### config.mk
export PLATFORM = sky130hd
export DESIGN_NAME = trap_insn_xform
export DESIGN_NICKNAME = d
export VERILOG_FILES = /design/src/rtl/tix_pkg.sv /design/src/rtl/tix_cexpand.sv /design/src/rtl/tix_wide_pass.sv /design/src/rtl/trap_insn_xform.sv
export SDC_FILE = /design/constraint.sdc
export NUM_CORES = 1
export LEC_CHECK = 0
export BUFFER_PORTS_ARGS = -buffer_cell sky130_fd_sc_hd__buf_2
export CORE_MARGIN = 3
export CORE_UTILIZATION = 45
export DETAILED_ROUTE_END_ITERATION = 10
export GPL_TIMING_DRIVEN = 1
export PLACE_DENSITY = 0.79
export SLEW_MARGIN = 15
export SYNTH_ARGS = -nofsm -noshare
export SYNTH_HDL_FRONTEND = slang
export SYNTH_SLANG_ARGS = --single-unit
export TNS_END_PERCENT = 50
### constraint.sdc
create_clock -name clk -period 5.2 [get_ports clk]
set_clock_uncertainty 0.2 [all_clocks]
set_input_delay 0.78 -clock clk [delete_from_list [all_inputs] [get_ports clk]]
set_output_delay 0.78 -clock clk [all_outputs]
set_load 0.01 [all_outputs]
### src/rtl/tix_pkg.sv
package tix_pkg;

   localparam int unsigned INSN_W  = 32;
   localparam int unsigned CINSN_W = 16;
   localparam int unsigned REG_W   = 5;
   localparam int unsigned IMM_W   = 12;

   localparam logic [6:0] OPC_LOAD   = 7'b0000011;
   localparam logic [6:0] OPC_STORE  = 7'b0100011;
   localparam logic [6:0] OPC_FLOAD  = 7'b0000111;
   localparam logic [6:0] OPC_FSTORE = 7'b0100111;
   localparam logic [6:0] OPC_AMO    = 7'b0101111;
   localparam logic [6:0] OPC_SYSTEM = 7'b1110011;

   localparam logic [2:0] F3_WORD = 3'd2;
   localparam logic [2:0] F3_DBL  = 3'd3;
   localparam logic [2:0] F3_HYP  = 3'd4;

   typedef enum logic [1:0] {
      XK_NONE  = 2'd0,
      XK_LOAD  = 2'd1,
      XK_STORE = 2'd2
   } xfer_kind_e;

   typedef struct packed {
      xfer_kind_e        kind;
      logic              fp;
      logic              dbl;
      logic [REG_W-1:0]  reg_id;
      logic [IMM_W-1:0]  imm;
   } xfer_desc_t;

endpackage

### src/rtl/tix_cexpand.sv
module tix_cexpand
   import tix_pkg::*;
#(
   parameter int unsigned CW = CINSN_W,
   parameter int unsigned W  = INSN_W
) (
   input  logic [CW-1:0] cins,
   input  logic          xlen64,
   output logic [W-1:0]  expanded
);

   localparam int unsigned FN_LO = CW - 3;

   generate
      if (CW != 16) begin : g_bad_cw
         $error("tix_cexpand: compressed width must be 16");
      end
      if (W != 32) begin : g_bad_w
         $error("tix_cexpand: expanded width must be 32");
      end
   endgenerate

   logic [1:0]       quad;
   logic [2:0]       fsel;
   logic [REG_W-1:0] reg_short;
   logic [REG_W-1:0] reg_rd;
   logic [REG_W-1:0] reg_rs2;
   logic [IMM_W-1:0] off_w, off_d, off_lwsp, off_ldsp, off_swsp, off_sdsp;
   xfer_desc_t       d;
   logic [6:0]       opc;
   logic [2:0]       f3;
   logic [W-1:0]     raw;

   assign quad      = cins[1:0];
   assign fsel      = cins[CW-1:FN_LO];
   assign reg_short = {2'b01, cins[4:2]};
   assign reg_rd    = cins[11:7];
   assign reg_rs2   = cins[6:2];

   // offset layouts, one per compressed format
   assign off_w    = {5'd0, cins[5], cins[12:10], cins[6], 2'b00};
   assign off_d    = {4'd0, cins[6:5], cins[12:10], 3'b000};
   assign off_lwsp = {4'd0, cins[3:2], cins[12], cins[6:4], 2'b00};
   assign off_ldsp = {3'd0, cins[4:2], cins[12], cins[6:5], 3'b000};
   assign off_swsp = {4'd0, cins[8:7], cins[12:9], 2'b00};
   assign off_sdsp = {3'd0, cins[9:7], cins[12:10], 3'b000};

   always_comb begin
      d = '{kind: XK_NONE, fp: 1'b0, dbl: 1'b0, reg_id: '0, imm: '0};
      unique case (quad)
         2'b00: begin
            d.reg_id = reg_short;
            unique case (fsel)
               3'd1: begin d.kind = XK_LOAD;  d.fp = 1'b1; d.dbl = 1'b1; d.imm = off_d; end
               3'd2: begin d.kind = XK_LOAD;  d.imm = off_w; end
               3'd3: begin
                  d.kind = XK_LOAD;
                  if (xlen64) begin d.dbl = 1'b1; d.imm = off_d; end
                  else        begin d.fp  = 1'b1; d.imm = off_w; end
               end
               3'd5: begin d.kind = XK_STORE; d.fp = 1'b1; d.dbl = 1'b1; d.imm = off_d; end
               3'd6: begin d.kind = XK_STORE; d.imm = off_w; end
               3'd7: begin
                  d.kind = XK_STORE;
                  if (xlen64) begin d.dbl = 1'b1; d.imm = off_d; end
                  else        begin d.fp  = 1'b1; d.imm = off_w; end
               end
               default: d.kind = XK_NONE;
            endcase
         end
         2'b10: begin
            unique case (fsel)
               3'd1: begin d.kind = XK_LOAD; d.reg_id = reg_rd; d.fp = 1'b1; d.dbl = 1'b1; d.imm = off_ldsp; end
               3'd2: begin d.kind = XK_LOAD; d.reg_id = reg_rd; d.imm = off_lwsp; end
               3'd3: begin
                  d.kind = XK_LOAD; d.reg_id = reg_rd;
                  if (xlen64) begin d.dbl = 1'b1; d.imm = off_ldsp; end
                  else        begin d.fp  = 1'b1; d.imm = off_lwsp; end
               end
               3'd5: begin d.kind = XK_STORE; d.reg_id = reg_rs2; d.fp = 1'b1; d.dbl = 1'b1; d.imm = off_sdsp; end
               3'd6: begin d.kind = XK_STORE; d.reg_id = reg_rs2; d.imm = off_swsp; end
               3'd7: begin
                  d.kind = XK_STORE; d.reg_id = reg_rs2;
                  if (xlen64) begin d.dbl = 1'b1; d.imm = off_sdsp; end
                  else        begin d.fp  = 1'b1; d.imm = off_swsp; end
               end
               default: d.kind = XK_NONE;
            endcase
         end
         default: d.kind = XK_NONE;
      endcase
   end

   always_comb begin
      f3 = d.dbl ? F3_DBL : F3_WORD;
      if (d.kind == XK_STORE) opc = d.fp ? OPC_FSTORE : OPC_STORE;
      else                    opc = d.fp ? OPC_FLOAD  : OPC_LOAD;
      unique case (d.kind)
         XK_LOAD:  raw = {d.imm, {REG_W{1'b0}}, f3, d.reg_id, opc};
         XK_STORE: raw = {d.imm[11:5], d.reg_id, {REG_W{1'b0}}, f3, d.imm[4:0], opc};
         default:  raw = '0;
      endcase
      // bit 1 low marks a 16-bit origin
      expanded = raw & ~W'(2);
   end

endmodule

### src/rtl/tix_wide_pass.sv
module tix_wide_pass
   import tix_pkg::*;
#(
   parameter int unsigned W = INSN_W
) (
   input  logic [W-1:0] ins,
   output logic [W-1:0] passed
);

   localparam int unsigned RS1_LO = 15;
   localparam int unsigned RS1_HI = RS1_LO + REG_W - 1;

   generate
      if (W != 32) begin : g_bad_w
         $error("tix_wide_pass: width must be 32");
      end
   endgenerate

   logic [6:0] major;
   logic [2:0] f3;
   logic       has_off;

   assign major = ins[6:0];
   assign f3    = ins[14:12];

   always_comb begin
      unique case (major)
         OPC_LOAD, OPC_STORE, OPC_AMO, OPC_FLOAD, OPC_FSTORE: has_off = 1'b1;
         OPC_SYSTEM: has_off = (f3 == F3_HYP);
         default:    has_off = 1'b0;
      endcase
   end

   always_comb begin
      passed = ins;
      if (has_off) passed[RS1_HI:RS1_LO] = '0;
   end

endmodule

### src/rtl/trap_insn_xform.sv
module trap_insn_xform
   import tix_pkg::*;
#(
   parameter int unsigned W  = INSN_W,
   parameter int unsigned CW = CINSN_W
) (
   input  logic         clk,
   input  logic         rst_n,
   input  logic         in_valid,
   input  logic [31:0]  in_insn,
   input  logic         in_xlen64,
   output logic         out_valid,
   output logic [31:0]  out_tinst
);

   generate
      if (W != 32 || CW != 16) begin : g_bad_cfg
         $error("trap_insn_xform: only 32/16-bit encodings are supported");
      end
   endgenerate

   logic          is_comp;
   logic [W-1:0]  c_val;
   logic [W-1:0]  w_val;
   logic [W-1:0]  nxt;
   logic          vld_q;
   logic [W-1:0]  val_q;

   assign is_comp = (in_insn[1:0] != 2'b11);

   tix_cexpand #(.CW(CW), .W(W)) u_cexp (
      .cins     (in_insn[CW-1:0]),
      .xlen64   (in_xlen64),
      .expanded (c_val)
   );

   tix_wide_pass #(.W(W)) u_wide (
      .ins    (in_insn),
      .passed (w_val)
   );

   assign nxt = is_comp ? c_val : w_val;

   always_ff @(posedge clk) begin
      if (!rst_n) begin
         vld_q <= 1'b0;
         val_q <= '0;
      end else begin
         vld_q <= in_valid;
         if (in_valid) val_q <= nxt;
      end
   end

   assign out_valid = vld_q;
   assign out_tinst = val_q;

   // one-cycle valid pipeline and hold
   p_vld_rise_r10: assert property (@(posedge clk) disable iff (!rst_n)
      in_valid |=> out_valid);
   p_vld_fall_r10: assert property (@(posedge clk) disable iff (!rst_n)
      !in_valid |=> !out_valid);
   p_hold_r10: assert property (@(posedge clk) disable iff (!rst_n)
      !in_valid |=> $stable(out_tinst));

   // quadrant 1 yields zero
   p_q1_zero_r2: assert property (@(posedge clk) disable iff (!rst_n)
      (in_valid && in_insn[1:0] == 2'b01) |=> (out_tinst == '0));

   // compressed results have bit 1 and the offset field clear
   p_cbit_r7: assert property (@(posedge clk) disable iff (!rst_n)
      (in_valid && in_insn[1:0] != 2'b11) |=> (out_tinst[1] == 1'b0 && out_tinst[19:15] == '0));

   // full-width loads lose their base register field
   p_wide_ld_r8: assert property (@(posedge clk) disable iff (!rst_n)
      (in_valid && in_insn[6:0] == OPC_LOAD) |=>
         (out_tinst[19:15] == '0 && out_tinst[31:20] == $past(in_insn[31:20])));

   // register-register ALU ops pass untouched
   p_wide_alu_r9: assert property (@(posedge clk) disable iff (!rst_n)
      (in_valid && in_insn[6:0] == 7'b0110011) |=> (out_tinst == $past(in_insn)));

endmodule

==> metrics.txt <==
Arrival @ worst endpoint about 2500 ps; EDFF count, synth 0; Die Footprint 4899 um2; # DRC 0; period utilisation layout 0.4797; post-synthesis cell type with the largest combined area sky130_fd_sc_hd__dfxtp_1; drt via density 5.538; Floorplan Core Area 3799 um2; standard-cell row count 22; setup repair after global routing missed its margin false; data required time at the worst endpoint 5230 ps; cell class contributing the biggest share of worst-path delay compound AO/OA/AOI/OAI gates; First DRT Iteration DRCs 133; wire length the detailed router placed on met1 2227 um; min-delay src out_tinst[29]; root buffer cell sky130_fd_sc_hd__clkbuf_8; post-CTS sizing 0; overall die height 70.00 um; buffers inserted by post-CTS timing repair 0; latest clock arrival within the worst-skew pair between 200 and 300 ps; average size of a mapped cell between 8 and 9 um2; via count 1811; max-slew violation count 0; global-route wire length before repair between 7000 and 8000 um; kind of launch point of the worst setup path primary input; instance area after placement 2137 um2; post-route ant nets 0; largest fanout of any net on the critical path 12; number of buffers inserted by port buffering 68; total design power roughly 660 uW; final setup fails 0; Chip Width around 70 um; synthesized netlist net count 258; Synth async-reset ratio 0; layout overhead on the synthesized area 23.22%; outcome finished, final reports clean; final hold violations 0; number of buffers and inverters on the critical path 2; Synth cell types 47; worst reg-to-reg setup slack 4220 ps; Critical R2R Launch out_tinst[28]; Worst Setup Slack, final 2706 ps; Cell Chain, Critical Path buf_2 > o21ba_2 > nand2b_1 > inv_1 > ha_1 > a21oi_4 > nand2_1 > o311ai_1 > o221a_2; routed length on met3 about 310 um; placed wire-length estimate 3378 um; final core occ 0.5978; top library cells by usage in the layout, fill and taps aside sky130_fd_sc_hd__buf_2, sky130_fd_sc_hd__dfxtp_1, sky130_fd_sc_hd__nand2_1; number of I/O pins just under 70; sequential area share after synthesis 0.3585; fmax 400.9 MHz; area share of the largest cell type after synthesis 0.3585; power density of the placed cells 288.8 nW/um2; Max Buffers Root-to-Sink 2; class of the tightest hold or removal check reg -> reg; CTS sink count 33; gate count after technology mapping 220; total negative setup slack 0 ps; count of yosys warnings during synthesis 0; CTS tree done; number of antenna violations at the first check in global routing 0; cell area after synthesis about 1800 um2; gpl congestion 0.9027; cell with the biggest individual delay on the critical path sky130_fd_sc_hd__ha_1; max-cap violation count 0; DR WL/cell 14.33 um; most common cell after layout, fill and taps aside sky130_fd_sc_hd__buf_2; hold-critical path endpoint out_tinst[29]; fraction of layout instances using a drive strength above 1 0.3226; Top FF cell, synth sky130_fd_sc_hd__dfxtp_1; Setup Slack @ Placement 2417 ps; fillers 366; final wirelength between 4000 and 5000 um; reg2reg path depth 3; critical path endpoint category flip-flop; CP max stage delay 350 ps; clock transition at the registers of the reported paths 60 ps; number of levels the H-tree was split into 2; static power due to leakage 1.033 nW; Worst Tran Pin Value 855.8 ps; quantity of hold-fixing buffers added after cts 0; worst slew slack as a fraction of its limit 0.4295; detailed route wirelength on metal2 2102 um; final critical path time including I/O delays and setup 2494 ps; number of global-route vias before repair 1679; overall fraction of global-route tracks in use 0.1912; Max rail drop VDD 193.5 uV; pin count of the biggest net entering global routing 59; initial core utilization 0.4852; Hold Path Depth 2; number of nets in the layout 316; post-synthesis sequential element count 33; Antenna diodes 0; highest metal layer used by the detailed router met4; ranking of synthesized cells by area sky130_fd_sc_hd__dfxtp_1, sky130_fd_sc_hd__nand3_1, sky130_fd_sc_hd__nand2_1; worst reg2reg path endpoint out_tinst[28]; Inserted Clock Buffers 5; final design instance area without fill 2271 um2; class of the most critical setup path in -> reg; gr ovfl total 0; first-pass iteration count of the detailed router 4
worst max path at each step:
stage / slack, ps / depth (start not counted) / start / endpoint
final: 2710 / 9 / in_insn[0] / out_tinst[24]
after global routing: 2530 / 9 / in_insn[0] / out_tinst[24]
after CTS: 2720 / 9 / in_insn[0] / out_tinst[24]
after detailed placement: 2420 / 9 / in_insn[0] / out_tinst[24]
after global placement: 2510 / 8 / in_insn[0] / out_tinst[10]
after floorplan: 2640 / 9 / in_insn[14] / out_tinst[10]
Yosys cell counts, drive strengths merged, types with 2 or more instances:
| cell type | count |
|---|---|
| dfxtp | 33 |
| nand2 | 26 |
| nand3 | 23 |
| o21ai | 17 |
| buf | 13 |
| inv | 11 |
| nand2b | 11 |
| a22o | 9 |
| nor2 | 9 |
| a21boi | 8 |
| mux2i | 7 |
| o211ai | 6 |
| a21oi | 4 |
| and2 | 4 |
| clkbuf | 4 |
| o22ai | 4 |
| nor2b | 3 |
| o311ai | 3 |
| a22oi | 2 |
| a41oi | 2 |
| ha | 2 |
| nand4 | 2 |
| o211a | 2 |
| o221a | 2 |
per-layer routing:
| layer | up-vias | global-route usage |
|---|---|---|
| met2 | 56 | 0.2949 |
| met4 | 0 | 0.06383 |
| met3 | 4 | 0.04748 |
| met1 | 842 | 0.2596 |
| li1 | 909 | - |
| met5 | - | 0 |
logic make-up after synthesis:
family | Yosys count | share of synthesized area
AND/OR/NAND/NOR | 82 | 0.2261
AO/OA/AOI/OAI | 67 | 0.2777
flip-flops | 33 | 0.3585
buffers and inverters | 28 | 0.08010
multiplexers | 8 | 0.04413
adder cells (fa/ha/maj) | 2 | 0.01358
power by group:
part	internal [mW]	switching [mW]
registers	0.263	0.00480
logic	0.0416	0.0599
clock network	0.190	0.0959
total	0.495	0.161
layout make-up:
| class | instances | area, um2 | area share |
|---|---|---|---|
| clock buffers | 5 | 68.82 | 0.03030 |
| clock inverters | 3 | 65.06 | 0.02865 |
| inverters | 11 | 41.29 | 0.01818 |
| multi-input cells | 159 | 1035 | 0.4556 |
| flip-flops and latches | 33 | 660.6 | 0.2909 |
| well taps | 48 | 60.06 | 0.02645 |
| repair buffers | 68 | 340.3 | 0.1499 |
sequential cells by signal, summed over array words and instances, names as in the netlist:
name,flops
out_tinst,32
out_valid,1
through the flow:
step           std cells  hold slack (ps)
2_1_floorplan        220            297.5
3_3_place_gp         319            255.3
3_5_place_dp         319            263.6
4_1_cts              327            280.6
5_1_grt              327            293.9
6_report             327            274.1
worst register-to-register path, stage by stage, from the launching register on:
cell and delay (ps):
sky130_fd_sc_hd__dfxtp_1 310, sky130_fd_sc_hd__inv_1 40, sky130_fd_sc_hd__o21ai_0 70, sky130_fd_sc_hd__a22o_1 260
Power figures use the tool's default switching activity.
